**src/rtl/aclink_in_pkg.sv**
```systemverilog
`timescale 1ns/1ps
package aclink_in_pkg;
    localparam int TAG_W     = 16;
    localparam int SLOT_W    = 20;
    localparam int NUM_SLOTS = 12;
    localparam int FRAME_W   = TAG_W + SLOT_W * NUM_SLOTS;
    localparam int CNT_W     = $clog2(FRAME_W);

    typedef enum logic [0:0] {
        ST_IDLE  = 1'b0,
        ST_SHIFT = 1'b1
    } fr_state_e;
endpackage

```
**src/rtl/aclink_slot_pack.sv**
```systemverilog
`timescale 1ns/1ps
module aclink_slot_pack
    import aclink_in_pkg::*;
#(
    parameter int IDX_W = 7,
    parameter int REG_W = 16,
    parameter int PCM_W = 16
) (
    input  logic               codec_ready,
    input  logic               stat_valid,
    input  logic [IDX_W-1:0]   stat_index,
    input  logic [REG_W-1:0]   stat_data,
    input  logic               rec_valid,
    input  logic [PCM_W-1:0]   rec_left,
    input  logic [PCM_W-1:0]   rec_right,
    output logic [FRAME_W-1:0] frame
);
    // index sits just below the top slot bit; data fields are left-aligned
    localparam int IDX_LSB = SLOT_W - 1 - IDX_W;
    localparam int REG_LSB = SLOT_W - REG_W;
    localparam int PCM_LSB = SLOT_W - PCM_W;
    localparam int TAG_PAD = TAG_W - 1 - NUM_SLOTS;

    logic [NUM_SLOTS:1]  slot_ok;
    logic [SLOT_W-1:0]   slot_raw [1:NUM_SLOTS];
    logic [TAG_W-1:0]    tag;

    always_comb begin
        slot_ok    = '0;
        slot_ok[1] = codec_ready & stat_valid;
        slot_ok[2] = codec_ready & stat_valid;
        slot_ok[3] = codec_ready & rec_valid;
        slot_ok[4] = codec_ready & rec_valid;
    end

    always_comb begin
        for (int s = 1; s <= NUM_SLOTS; s++) begin
            slot_raw[s] = '0;
        end
        slot_raw[1] = SLOT_W'(stat_index) << IDX_LSB;
        slot_raw[2] = SLOT_W'(stat_data)  << REG_LSB;
        slot_raw[3] = SLOT_W'(rec_left)   << PCM_LSB;
        slot_raw[4] = SLOT_W'(rec_right)  << PCM_LSB;
    end

    assign tag[TAG_W-1] = codec_ready;

    generate
        for (genvar s = 1; s <= NUM_SLOTS; s++) begin : g_slot
            assign tag[TAG_W-1-s] = slot_ok[s];
            assign frame[FRAME_W-TAG_W-SLOT_W*(s-1)-1 -: SLOT_W] =
                slot_ok[s] ? slot_raw[s] : '0;
        end
        if (TAG_PAD > 0) begin : g_tag_pad
            assign tag[TAG_PAD-1:0] = '0;
        end
    endgenerate

    assign frame[FRAME_W-1 -: TAG_W] = tag;
endmodule

```
**src/rtl/aclink_frame_shifter.sv**
```systemverilog
`timescale 1ns/1ps
module aclink_frame_shifter
    import aclink_in_pkg::*;
(
    input  logic               clk,
    input  logic               rst_n,
    input  logic               load,
    input  logic               shift,
    input  logic [FRAME_W-1:0] frame_in,
    output logic               sdata
);
    logic [FRAME_W-1:0] sreg;

    // the shift register doubles as the frame holding register
    always_ff @(posedge clk) begin
        if (!rst_n) begin
            sreg <= '0;
        end else if (load) begin
            sreg <= frame_in;
        end else if (shift) begin
            sreg <= {sreg[FRAME_W-2:0], 1'b0};
        end
    end

    assign sdata = sreg[FRAME_W-1];
endmodule

```
**src/rtl/aclink_frame_ctrl.sv**
```systemverilog
`timescale 1ns/1ps
module aclink_frame_ctrl
    import aclink_in_pkg::*;
(
    input  logic             clk,
    input  logic             rst_n,
    input  logic             frame_sync,
    output logic             load,
    output logic             shift,
    output fr_state_e        state,
    output logic [CNT_W-1:0] bit_cnt,
    output logic             sync_q
);
    localparam logic [CNT_W-1:0] LAST_BIT = CNT_W'(FRAME_W - 1);

    fr_state_e        state_nx;
    logic [CNT_W-1:0] cnt_nx;
    logic             sync_rise;
    logic             at_last;

    assign sync_rise = frame_sync & ~sync_q;
    assign at_last   = (bit_cnt == LAST_BIT);

    // state register
    always_ff @(posedge clk) begin
        if (!rst_n) begin
            state   <= ST_IDLE;
            bit_cnt <= '0;
            sync_q  <= 1'b0;
        end else begin
            state   <= state_nx;
            bit_cnt <= cnt_nx;
            sync_q  <= frame_sync;
        end
    end

    // next state
    always_comb begin
        state_nx = state;
        cnt_nx   = bit_cnt;
        unique case (state)
            ST_IDLE: begin
                if (sync_rise) begin
                    state_nx = ST_SHIFT;    // start
                    cnt_nx   = '0;
                end
            end
            ST_SHIFT: begin
                if (at_last) begin
                    cnt_nx   = '0;
                    state_nx = sync_rise ? ST_SHIFT : ST_IDLE;  // reload / finish
                end else begin
                    cnt_nx   = bit_cnt + CNT_W'(1);              // advance
                end
            end
        endcase
    end

    // outputs
    always_comb begin
        load  = 1'b0;
        shift = 1'b0;
        unique case (state)
            ST_IDLE:  load = sync_rise;
            ST_SHIFT: begin
                if (at_last && sync_rise) begin
                    load = 1'b1;
                end else begin
                    shift = 1'b1;   // last shift empties the register
                end
            end
        endcase
    end
endmodule

```
**src/rtl/aclink_in_framer.sv**
```systemverilog
`timescale 1ns/1ps
module aclink_in_framer
    import aclink_in_pkg::*;
#(
    parameter int IDX_W = 7,
    parameter int REG_W = 16,
    parameter int PCM_W = 16
) (
    input  logic             clk,
    input  logic             rst_n,
    input  logic             frame_sync,
    input  logic             codec_ready,
    input  logic             stat_valid,
    input  logic [IDX_W-1:0] stat_index,
    input  logic [REG_W-1:0] stat_data,
    input  logic             rec_valid,
    input  logic [PCM_W-1:0] rec_left,
    input  logic [PCM_W-1:0] rec_right,
    output logic             sdata
);
    logic [FRAME_W-1:0] frame;
    logic               load;
    logic               shift;
    fr_state_e          state;
    logic [CNT_W-1:0]   bit_cnt;
    logic               sync_q;

    aclink_slot_pack #(
        .IDX_W (IDX_W),
        .REG_W (REG_W),
        .PCM_W (PCM_W)
    ) pack_i (
        .codec_ready (codec_ready),
        .stat_valid  (stat_valid),
        .stat_index  (stat_index),
        .stat_data   (stat_data),
        .rec_valid   (rec_valid),
        .rec_left    (rec_left),
        .rec_right   (rec_right),
        .frame       (frame)
    );

    aclink_frame_ctrl ctrl_i (
        .clk        (clk),
        .rst_n      (rst_n),
        .frame_sync (frame_sync),
        .load       (load),
        .shift      (shift),
        .state      (state),
        .bit_cnt    (bit_cnt),
        .sync_q     (sync_q)
    );

    aclink_frame_shifter shift_i (
        .clk      (clk),
        .rst_n    (rst_n),
        .load     (load),
        .shift    (shift),
        .frame_in (frame),
        .sdata    (sdata)
    );
endmodule

```
**config.mk**
```make
export PLATFORM = sky130hd
export DESIGN_NAME = aclink_in_framer
export DESIGN_NICKNAME = d
export VERILOG_FILES = /design/src/rtl/aclink_in_pkg.sv /design/src/rtl/aclink_slot_pack.sv /design/src/rtl/aclink_frame_shifter.sv /design/src/rtl/aclink_frame_ctrl.sv /design/src/rtl/aclink_in_framer.sv
export SDC_FILE = /design/constraint.sdc
export NUM_CORES = 1
export LEC_CHECK = 0
export CAP_MARGIN = 20
export CORE_MARGIN = 3
export CORE_UTILIZATION = 55
export CTS_CLUSTER_DIAMETER = 40
export DETAILED_ROUTE_END_ITERATION = 8
export DONT_BUFFER_PORTS = 1
export PLACE_DENSITY = 0.7
export SETUP_SLACK_MARGIN = 0.4
export SLEW_MARGIN = 10
export SYNTH_ARGS = -nofsm -noshare
export SYNTH_HDL_FRONTEND = slang
export SYNTH_SLANG_ARGS = --single-unit
export TNS_END_PERCENT = 5
```
**constraint.sdc**
```tcl
create_clock -name clk -period 2.5 [get_ports clk]
set_input_delay 0.625 -clock clk [delete_from_list [all_inputs] [get_ports clk]]
set_output_delay 0.625 -clock clk [all_outputs]
set_load 0.02 [all_outputs]
```
==> results.yml, run 1 <==
synthesis:
  yosysMostFrequentCell: "dfxtp_1"
  syn_inst: 489
  ys_ff_latch: 105
  yosys_warnings: 0
  syn-cell-area_sq_um: 4470
  syn_area_per_cell_sq_um: 9.14
  synth_edf_count: 0
  synth_nets: 551
  synth_async_sr_flop_share_pct: 0
  seq_area_frac_synth_pct: 47.0
  yosysTopAreaCell: "dfxtp_1"
  synth.area.top_cells: "dfxtp_1 47%, a311oi_1 11%, a211oi_1 9.2%"
  synth_ff_type: "dfxtp_1"
  synth_top_area_share_pct: 47.0
  synth_cell_types: 35
  synth_common_cells: "105 x dfxtp_1, 58 x inv_1, 58 x o21ai_0"
drt:
  drt_iter0_markers: 156
  wire_per_inst_microns: 16.4
  routed_via_density: 6.31
  firstDrtPassIters: 4
  drtAntennaViolNets: 0
  wl_mm: 9.29
  dr_total_vias: 3567
  drc: 0
status:
  status: "finished, final reports clean"
worst_setup_path:
  cp.required_ns: 2.77
  startpoint_type: "register"
  cp_max_fo: 18
  critPathArrivalTime_ns: 2.23
  crit_path_end_kind: "register"
  reg2reg_depth: 6
  worstSetupPathType: "reg -> reg"
run:
  drv_cap: 0
global_route:
  grt_pass1_vias: 3356
  grt_use_met2_pct: 33.5
  grtUsageMet3_pct: 6.41
  grt_pass1_wl_mm: 15.7
  grtUsageMet1_pct: 28.2
  antenna_found_initial: 0
  busiest_layer: "met2"
  grt_usage_pct: 21.1
  grt_max_degree: 70
  gr-total-overflow: 0
placed_design:
  portBuffers: 0
  detailed_place_hpwl_mm: 5.80
  gp_congestion: 0.763
floorplan:
  die_w_microns: 96.1
  die_h_microns: 96.1
  start_util_pct: 57.2
  io_pins: 62
  dieArea_sq_um: 9240
  rows: 32
  core-area_sq_um: 7810
clocking:
  cts_setup_buffers: 0
  ctsRootBufferMaster: "clkbuf_8"
  insertion_delay_ns: 0.37
  cts.sinks: 105
  clockBufferDepth: 2
  cts_buffers: 9
  path_clk_slew_ns: 0.10
  cts_tree: "done"
  cts_htree_levels: 3
finish:
  nNetsFinal: 520
  syn_to_final_growth_pct: 4.51
  multi_input_area_sq_um: 1900
  final-seq-area_sq_um: 2100
  drive_above_1_share_pct: 9.07
  diodes: 0
  fillers: 703
power:
  p_total_mw: 3.25
  ir_worst_vdd_mv: 0.308
  p_leak_nw: 1.56
  p_per_area_nw_per_um2: 696
timing:
  drv_slew: 0
  finalHoldViolCount: 0
  timing.fmax_ghz: 0.510
  setup_viol: 0
  rsz0062_at_grt: "false"
  max_slew.worst_pin.slew_ns: 0.714
  clock_skew_ns: 0.0149
  maxSlewHeadroom_pct: 52.4
  finalCriticalPeriod_ns: 1.96
  setup_tns_ns: 0
  fin_crit_sh_pct: 78.5
  hold_ws_ns: 0.382
hold_path:
  min_path_cells: 1
  hold_class: "in -> reg"
## area by class of cell
cell class	instances	area share, %
Timing Repair Buffer	15	2.68
Sequential cell	105	45.0
Clock buffer	10	2.73
Clock inverter	6	1.39
Tap cell	102	2.73
Inverter	59	4.74
Multi-Input combinational cell	268	40.7
## cell usage in the layout, fill, tap and decap left out, types with 2 or more instances in the layout
cell type  synthesis  layout
and3_1             2       2
clkinv_2           0       2
a311oi_1          56      56
clkbuf_8           0       9
o31a_1             2       2
and2_1             5       5
inv_6              0       2
o221a_2            5       5
nor4_1             2       2
o21ai_0           58      58
a21oi_1            6       6
a32oi_1           10      10
inv_1             58      58
a22o_1            24      24
a211oi_1          55      55
nand3_1            4       4
buf_4              0      14
o21a_1             4       3
nor3_1             2       2
dfxtp_1          105     104
nand2_1            5       4
nor2_1            16      16
## sequential cells by signal, indices dropped and copies added, names as in the netlist
register        count
ctrl_i.bit_cnt      8
ctrl_i.state        1
ctrl_i.sync_q       1
shift_i.sreg       95
## worst paths after layout
| kind | start | endpoint | slack, ns |
|---|---|---|---|
| max | ctrl_i.bit_cnt[0] | shift_i.sreg[170] | 0.54 |
| min | frame_sync | ctrl_i.sync_q | 0.38 |
| max reg2reg | ctrl_i.bit_cnt[0] | shift_i.sreg[170] | 0.54 |
| min reg2reg | shift_i.sreg[184] | shift_i.sreg[185] | 0.46 |
## worst max-delay path, cell delays in order, from the launching register on
cell,delay [ns]
dfxtp_1,0.40
ha_2,0.24
nand4_2,0.15
o21a_2,0.24
or2_4,0.30
buf_4,0.23
a311oi_1,0.31
## routing by layer
metal,vias up,wire length (microns)
li1,1780,-
met1,1714,4380
met2,64,4310
met3,9,502
met4,0,101
met5,-,0
## power by group
| group | total [mW] | internal [mW] | switching (mW) |
|---|---|---|---|
| combinational | 0.385 | 0.141 | 0.244 |
| clock | 1.04 | 0.468 | 0.570 |
| sequential | 1.83 | 1.78 | 0.0523 |
## through the flow
stage	area, sq um	worst slack, ns	cells	util, %
3_5_place_dp	4470	0.433	549	57.3
4_1_cts	4670	0.411	565	59.8
3_3_place_gp	4470	0.547	549	57.3
6_report	4670	0.539	565	59.8
2_1_floorplan	4470	0.533	489	-
5_1_grt	4670	0.430	565	59.8
## logic make-up after synthesis
| group | synth area share, % |
|---|---|
| compound gates | 37.1 |
| buf+inv | 10.7 |
| flops | 47.0 |
| simple gates | 4.70 |
| mux | 0.224 |
| fa+ha+maj | 0.280 |
## what timing repair did
action,CTS,global route
hold buffers,0,0
gates resized for setup,0,2
setup endpoints to repair,0,47
Power figures use the tool's default switching activity.
==> run 2: changes to the inputs <==
==> constraint.sdc (replaced) <==
create_clock -name clk -period 1.9 [get_ports clk]
set_input_delay 0.475 -clock clk [delete_from_list [all_inputs] [get_ports clk]]
set_output_delay 0.475 -clock clk [all_outputs]
set_load 0.02 [all_outputs]
==> run 2 against run 1 <==
Total power rose by 30%. Critical path depth stayed put. First-iteration DRC count grew 19%. Utilization is 3.9 points higher. Critical path type unchanged. Highest routed layer unchanged.
==> results.yml, run 2 (synthesized netlist as in run 1, its figures left out) <==
power:
  p_per_area_nw_per_um2: 847
  intPower_mw: 3.05
  p_sw_share_pct: 27.7
  ir_worst_vdd_mv: 0.484
  p_comb_share_pct: 14.7
  clkPwrFrac_pct: 28.2
  power_frac_seq_pct: 57.2
  p_leak_nw: 1.64
  p_sw_mw: 1.17
finish:
  final_core_utilization_pct: 63.7
  top_regs: "shift_i.sreg (95), ctrl_i.bit_cnt (8)"
  nNetsFinal: 526
  syn_to_final_growth_pct: 11.4
  layout_common_cells: "101 x dfxtp_1, 58 x inv_1, 58 x o21ai_0"
  drive_above_1_share_pct: 17.9
  fillers: 664
  largest_reg_flops: 95
  top_register: "shift_i.sreg"
  diodes: 0
  layout_commonest_cell: "dfxtp_1"
placed_design:
  gp_congestion: 0.767
  place_ws_ns: 0.0995
  detailed_place_hpwl_mm: 5.85
  portBuffers: 0
timing:
  setup_viol: 0
  rsz0062_at_grt: "true"
  max_slew.worst_pin.slew_ns: 0.659
  finalCriticalPeriod_ns: 1.67
  maxSlewHeadroom_pct: 56.1
  drv_slew: 0
  finalHoldViolCount: 0
  timing.fmax_ghz: 0.600
  setup_tns_ns: 0
  fin_crit_sh_pct: 87.7
  finalWorstSetupSlack_ns: 0.234
  clock_skew_ns: 0.0119
worst_setup_path:
  startpoint_type: "register"
  reg2reg_depth: 6
  critPathArrivalTime_ns: 1.92
  path_delay_family: "compound AO/OA/AOI/OAI gates"
  cp.required_ns: 2.15
  max_stage_delay_ns: 0.37
  cp_max_fo: 14
  crit_chain: "ha_4, nand4_4, o21a_4, or2_4, buf_12, o221a_2"
  cp_num_buf_inv: 1
  cp.depth: 6
  cp_slowest_cell: "dfxtp_4"
  worstSetupPathType: "reg -> reg"
  crit_path_end_kind: "register"
floorplan:
  dieArea_sq_um: 9240
  rows: 32
  die_w_microns: 96.1
  core-area_sq_um: 7810
  start_util_pct: 57.2
  die_h_microns: 96.1
  io_pins: 62
clocking:
  cts_htree_levels: 3
  cts.sinks: 105
  ctsHoldBuffers: 0
  cts_tree: "done"
  cts_buffers: 9
  ctsRootBufferMaster: "clkbuf_8"
  clockBufferDepth: 2
  path_clk_slew_ns: 0.09
  insertion_delay_ns: 0.36
global_route:
  grt_pass1_vias: 3343
  antenna_found_initial: 0
  gr-total-overflow: 0
  grt_max_degree: 65
  grt_pass1_wl_mm: 16.2
  grt_usage_pct: 22.2
drt:
  firstDrtPassIters: 4
  drt_iter0_markers: 186
  wire_per_inst_microns: 17.5
  routed-wl-met3_microns: 471
  routed_via_density: 6.28
  wl_met1_mm: 4.71
  drc: 0
  drtAntennaViolNets: 0
  met2_length_mm: 4.70
  dr_total_vias: 3580
  maxUsedRoutingLayer: "met4"
  wl_mm: 9.99
status:
  status: "finished, final reports clean"
hold_path:
  hold_class: "in -> reg"
  min_path_cells: 1
run:
  drv_cap: 0
## run 2: changes by cell type in the layout (fill, tap and decap cells not counted), moves of 2 or more
cell,previous run,this run
a211oi_1,55,49
a311oi_2,0,24
a311oi_1,56,32
dfxtp_1,104,101
dfxtp_4,0,2
inv_6,2,0
buf_12,1,4
a211oi_2,0,6
## run 2: layout make-up
class | count | area (sq um) | area share [%]
clock buffers | 10 | 128 | 2.56
clock inverters | 5 | 33.8 | 0.679
inverters | 59 | 221 | 4.45
multi-input cells | 268 | 2120 | 42.7
flip-flops and latches | 105 | 2110 | 42.4
well taps | 102 | 128 | 2.56
repair buffers | 21 | 231 | 4.65
## run 2: metal layers
metal / vias up / GRT usage (%)
met1: 1734 / 30.0
met4: 0 / 6.99
met5: - / 0
met2: 54 / 35.1
met3: 9 / 5.24
li1: 1783 / -
## run 2: path summary, 6_finish.rpt
| path | startpoint | slack (ns) | endpoint |
|---|---|---|---|
| worst min register to register | shift_i.sreg[232] | 0.46 | shift_i.sreg[233] |
| worst min-delay path | rst_n | 0.23 | ctrl_i.bit_cnt[5] |
| worst max-delay path | ctrl_i.bit_cnt[0] | 0.23 | shift_i.sreg[255] |
| worst max register to register | ctrl_i.bit_cnt[0] | 0.23 | shift_i.sreg[255] |
## run 2: timing repair
action                                  in CTS  in global routing
resized for setup                           18                 29
pin swaps                                    5                  0
setup buffers                                3                  0
cloned                                       1                  0
endpoints found under the setup margin      96                100
## run 2: power by group through the flow
| stage | clock network [mW] | registers [mW] | logic, mW |
|---|---|---|---|
| after floorplan | 0 | 2.44 | 0.439 |
| after global placement | 0 | 2.46 | 0.499 |
| after detailed placement | 0 | 2.46 | 0.515 |
| after CTS | 1.22 | 2.41 | 0.558 |
| after global routing | 1.31 | 2.43 | 0.687 |
| final | 1.19 | 2.41 | 0.618 |
## run 2: stage by stage
stage | hold WS (ns) | power [mW] | area [sq um] | std cells
final | 0.234 | 4.21 | 4980 | 570
after global routing | 0.224 | 4.42 | 4980 | 570
after floorplan | 0.437 | 2.88 | 4530 | 489
after CTS | 0.226 | 4.18 | 4820 | 570
after global placement | 0.444 | 2.96 | 4520 | 551
after detailed placement | 0.452 | 2.97 | 4520 | 551
==> run 3: changes to the inputs <==
--- a/config.mk
+++ b/config.mk
@@ -5,6 +5,7 @@
 export SDC_FILE = /design/constraint.sdc
 export NUM_CORES = 1
 export LEC_CHECK = 0
+export ABC_AREA = 1
 export CAP_MARGIN = 20
 export CORE_MARGIN = 3
 export CORE_UTILIZATION = 55
@@ -13,6 +14,7 @@
 export DONT_BUFFER_PORTS = 1
 export PLACE_DENSITY = 0.7
 export SETUP_SLACK_MARGIN = 0.4
+export SKIP_CTS_REPAIR_TIMING = 1
 export SLEW_MARGIN = 10
 export SYNTH_ARGS = -nofsm -noshare
 export SYNTH_HDL_FRONTEND = slang
==> run 3 against run 2 <==
Flip-flop and latch count unchanged. Die area is 3.5% higher. Non-clock buffer count increased by 6. Count of clock-buffer cells in the layout unchanged. Clock power grew 18%. Hold slack got worse by 0.036 ns. Setup slack gained 0.19 ns. Sequential share of layout area down 1.1 points. Area after synthesis is 3.7% higher. Combinational power fell by 3.4%. Cell area rose by 2.6%.
==> results.yml, run 3 <==
timing:
  rsz0062_at_grt: "true"
  timing.fmax_ghz: 0.677
  hold_ws_ns: 0.198
  maxSlewHeadroom_pct: 71.9
  setup_tns_ns: 0
  finalHoldViolCount: 0
  max_slew.worst_pin.slew_ns: 0.419
  finalWorstSetupSlack_ns: 0.423
  setup_viol: 0
  finalCriticalPeriod_ns: 1.48
  clock_skew_ns: 0.0130
  drv_slew: 0
  fin_crit_sh_pct: 77.7
synthesis:
  synth_cell_types: 29
  syn-cell-area_sq_um: 4640
  syn_inst: 602
  synth_async_sr_flop_share_pct: 0
  synth_top_family_by_area: "compound AO/OA/AOI/OAI gates"
  synth_edf_count: 0
  synth.area.top_cells: "dfxtp_1 45%, a21oi_1 9.7%, nand2_1 9.1%"
  syn_area_per_cell_sq_um: 7.70
  synth_ff_type: "dfxtp_1"
  synth_compound_area_share_pct: 25.2
  synth-adder-area-share_pct: 0.270
  seq_area_frac_synth_pct: 45.3
  muxShareOfSynthArea_pct: 0
  yosysMostFrequentCell: "nand2_1"
  synth_nets: 664
  synth_common_cells: "112 x nand2_1, 105 x dfxtp_1, 90 x a21oi_1"
  synth-simple-area-share_pct: 21.0
  yosysTopAreaCell: "dfxtp_1"
  yosys_warnings: 0
  synth-xor-area-share_pct: 0
  ys_ff_latch: 105
  synth_top_area_share_pct: 45.3
drt:
  maxUsedRoutingLayer: "met4"
  dr_total_vias: 4183
  drtAntennaViolNets: 0
  wire_per_inst_microns: 16.2
  routed_via_density: 6.08
  wl_mm: 11.2
  drc: 0
  firstDrtPassIters: 5
  drt_iter0_markers: 250
  met2_length_mm: 5.25
  routed-wl-met3_microns: 555
  wl_met1_mm: 5.25
run:
  drv_cap: 0
finish:
  stdcell_count: 688
  top_register: "shift_i.sreg"
  layout_common_cells: "106 x nand2_1, 103 x dfxtp_1, 86 x a21oi_1"
  syn_to_final_growth_pct: 10.1
  layout_commonest_cell: "nand2_1"
  drive_above_1_share_pct: 11.9
  diodes: 0
  largest_reg_flops: 95
  nNetsFinal: 643
  finalInstanceArea_sq_um: 5110
  top_regs: "shift_i.sreg (95), ctrl_i.bit_cnt (8)"
placed_design:
  dp_cells: 664
  portBuffers: 0
  detailed_place_hpwl_mm: 6.27
  gp_congestion: 0.747
  dpl_cell_area_sq_um: 4640
  place_ws_ns: 0.258
floorplan:
  die_w_microns: 97.8
  core-area_sq_um: 7970
  die_h_microns: 97.8
  rows: 32
  start_util_pct: 58.2
  io_pins: 62
  dieArea_sq_um: 9570
worst_setup_path:
  cp.required_ns: 2.17
  crit_path_end_kind: "register"
  worstReg2RegEnd: "ctrl_i.bit_cnt[7]"
  worstSetupPathType: "reg -> reg"
  critPathArrivalTime_ns: 1.75
  startpoint_type: "register"
  cp_max_fo: 14
  rr_startpoint: "ctrl_i.bit_cnt[1]"
  r2r_setup_slack_ns: 0.42
  reg2reg_depth: 9
global_route:
  grt_pass1_vias: 3866
  antenna_found_initial: 0
  gr-total-overflow: 0
  grt_pass1_wl_mm: 17.4
  grt_max_degree: 71
  grt_usage_pct: 21.4
clocking:
  ctsRootBufferMaster: "clkbuf_8"
  cts.sinks: 105
  cts_htree_levels: 3
  clockBufferDepth: 2
  cts_tree: "done"
  path_clk_slew_ns: 0.09
  cts_buffers: 9
  insertion_delay_ns: 0.38
hold_path:
  hold_class: "in -> reg"
  min_path_cells: 2
  hold_start: "frame_sync"
  holdPathEnd: "ctrl_i.sync_q"
power:
  p_per_area_nw_per_um2: 860
  p_leak_nw: 1.77
  ir_worst_vdd_mv: 0.643
status:
  status: "finished, final reports clean"
## run 3: cell families (layout without fill, tap and decap cells)
| kind of cell | count (synthesis) | count (layout) |
|---|---|---|
| AO/OA/AOI/OAI | 205 | 205 |
| buffers and inverters | 77 | 61 |
| AND/OR/NAND/NOR | 214 | 214 |
| adder cells (fa/ha/maj) | 1 | 1 |
| flip-flops | 105 | 105 |
## run 3: worst max-delay path by stage
stage,to,slack (ns),start
3_5_place_dp,shift_i.sreg[196],0.26,frame_sync
3_3_place_gp,shift_i.sreg[193],0.32,frame_sync
5_1_grt,shift_i.sreg[167],0.33,ctrl_i.bit_cnt[0]
4_1_cts,shift_i.sreg[193],0.30,ctrl_i.bit_cnt[0]
2_1_floorplan,shift_i.sreg[210],0.52,ctrl_i.bit_cnt[0]
6_report,ctrl_i.bit_cnt[7],0.42,ctrl_i.bit_cnt[1]
## run 3: cell type report
cell class	instances	area, sq um
fill	719	2860
multi-input combinational	420	2260
sequential	105	2110
timing repair buffer	27	335
clock buffer	10	138
tap	102	128
inverter	18	72.6
clock inverter	6	67.6
## run 3: power by group
group	internal (mW)	switching (mW)	leakage, nW	total [mW]
clock	0.647	0.761	0.0985	1.41
sequential	2.32	0.0641	0.860	2.39
combinational	0.228	0.369	0.815	0.597
total	3.20	1.19	1.77	4.39
## run 3: through the flow
| step | util [%] | total power, mW |
|---|---|---|
| final | 64.1 | 4.39 |
| after global routing | 64.1 | 4.59 |
| after CTS | 60.8 | 4.35 |
| after detailed placement | 58.2 | 2.95 |
| after global placement | 58.2 | 2.94 |
| after floorplan | - | 2.85 |
## run 3: metal layers
metal	vias to the layer above	track usage, %
li1	2082	-
met1	1988	27.5
met2	104	36.5
met3	9	4.93
met4	0	5.75
met5	-	0
## run 3: worst max-delay path, stage by stage (launching register included)
cell     delay (ns)
dfxtp_4        0.37
ha_4           0.14
nand2_4        0.06
nor2_4         0.17
nand2_4        0.09
nand2_8        0.14
buf_8          0.18
nand2_1        0.08
o21ai_1        0.09
nor2_1         0.06
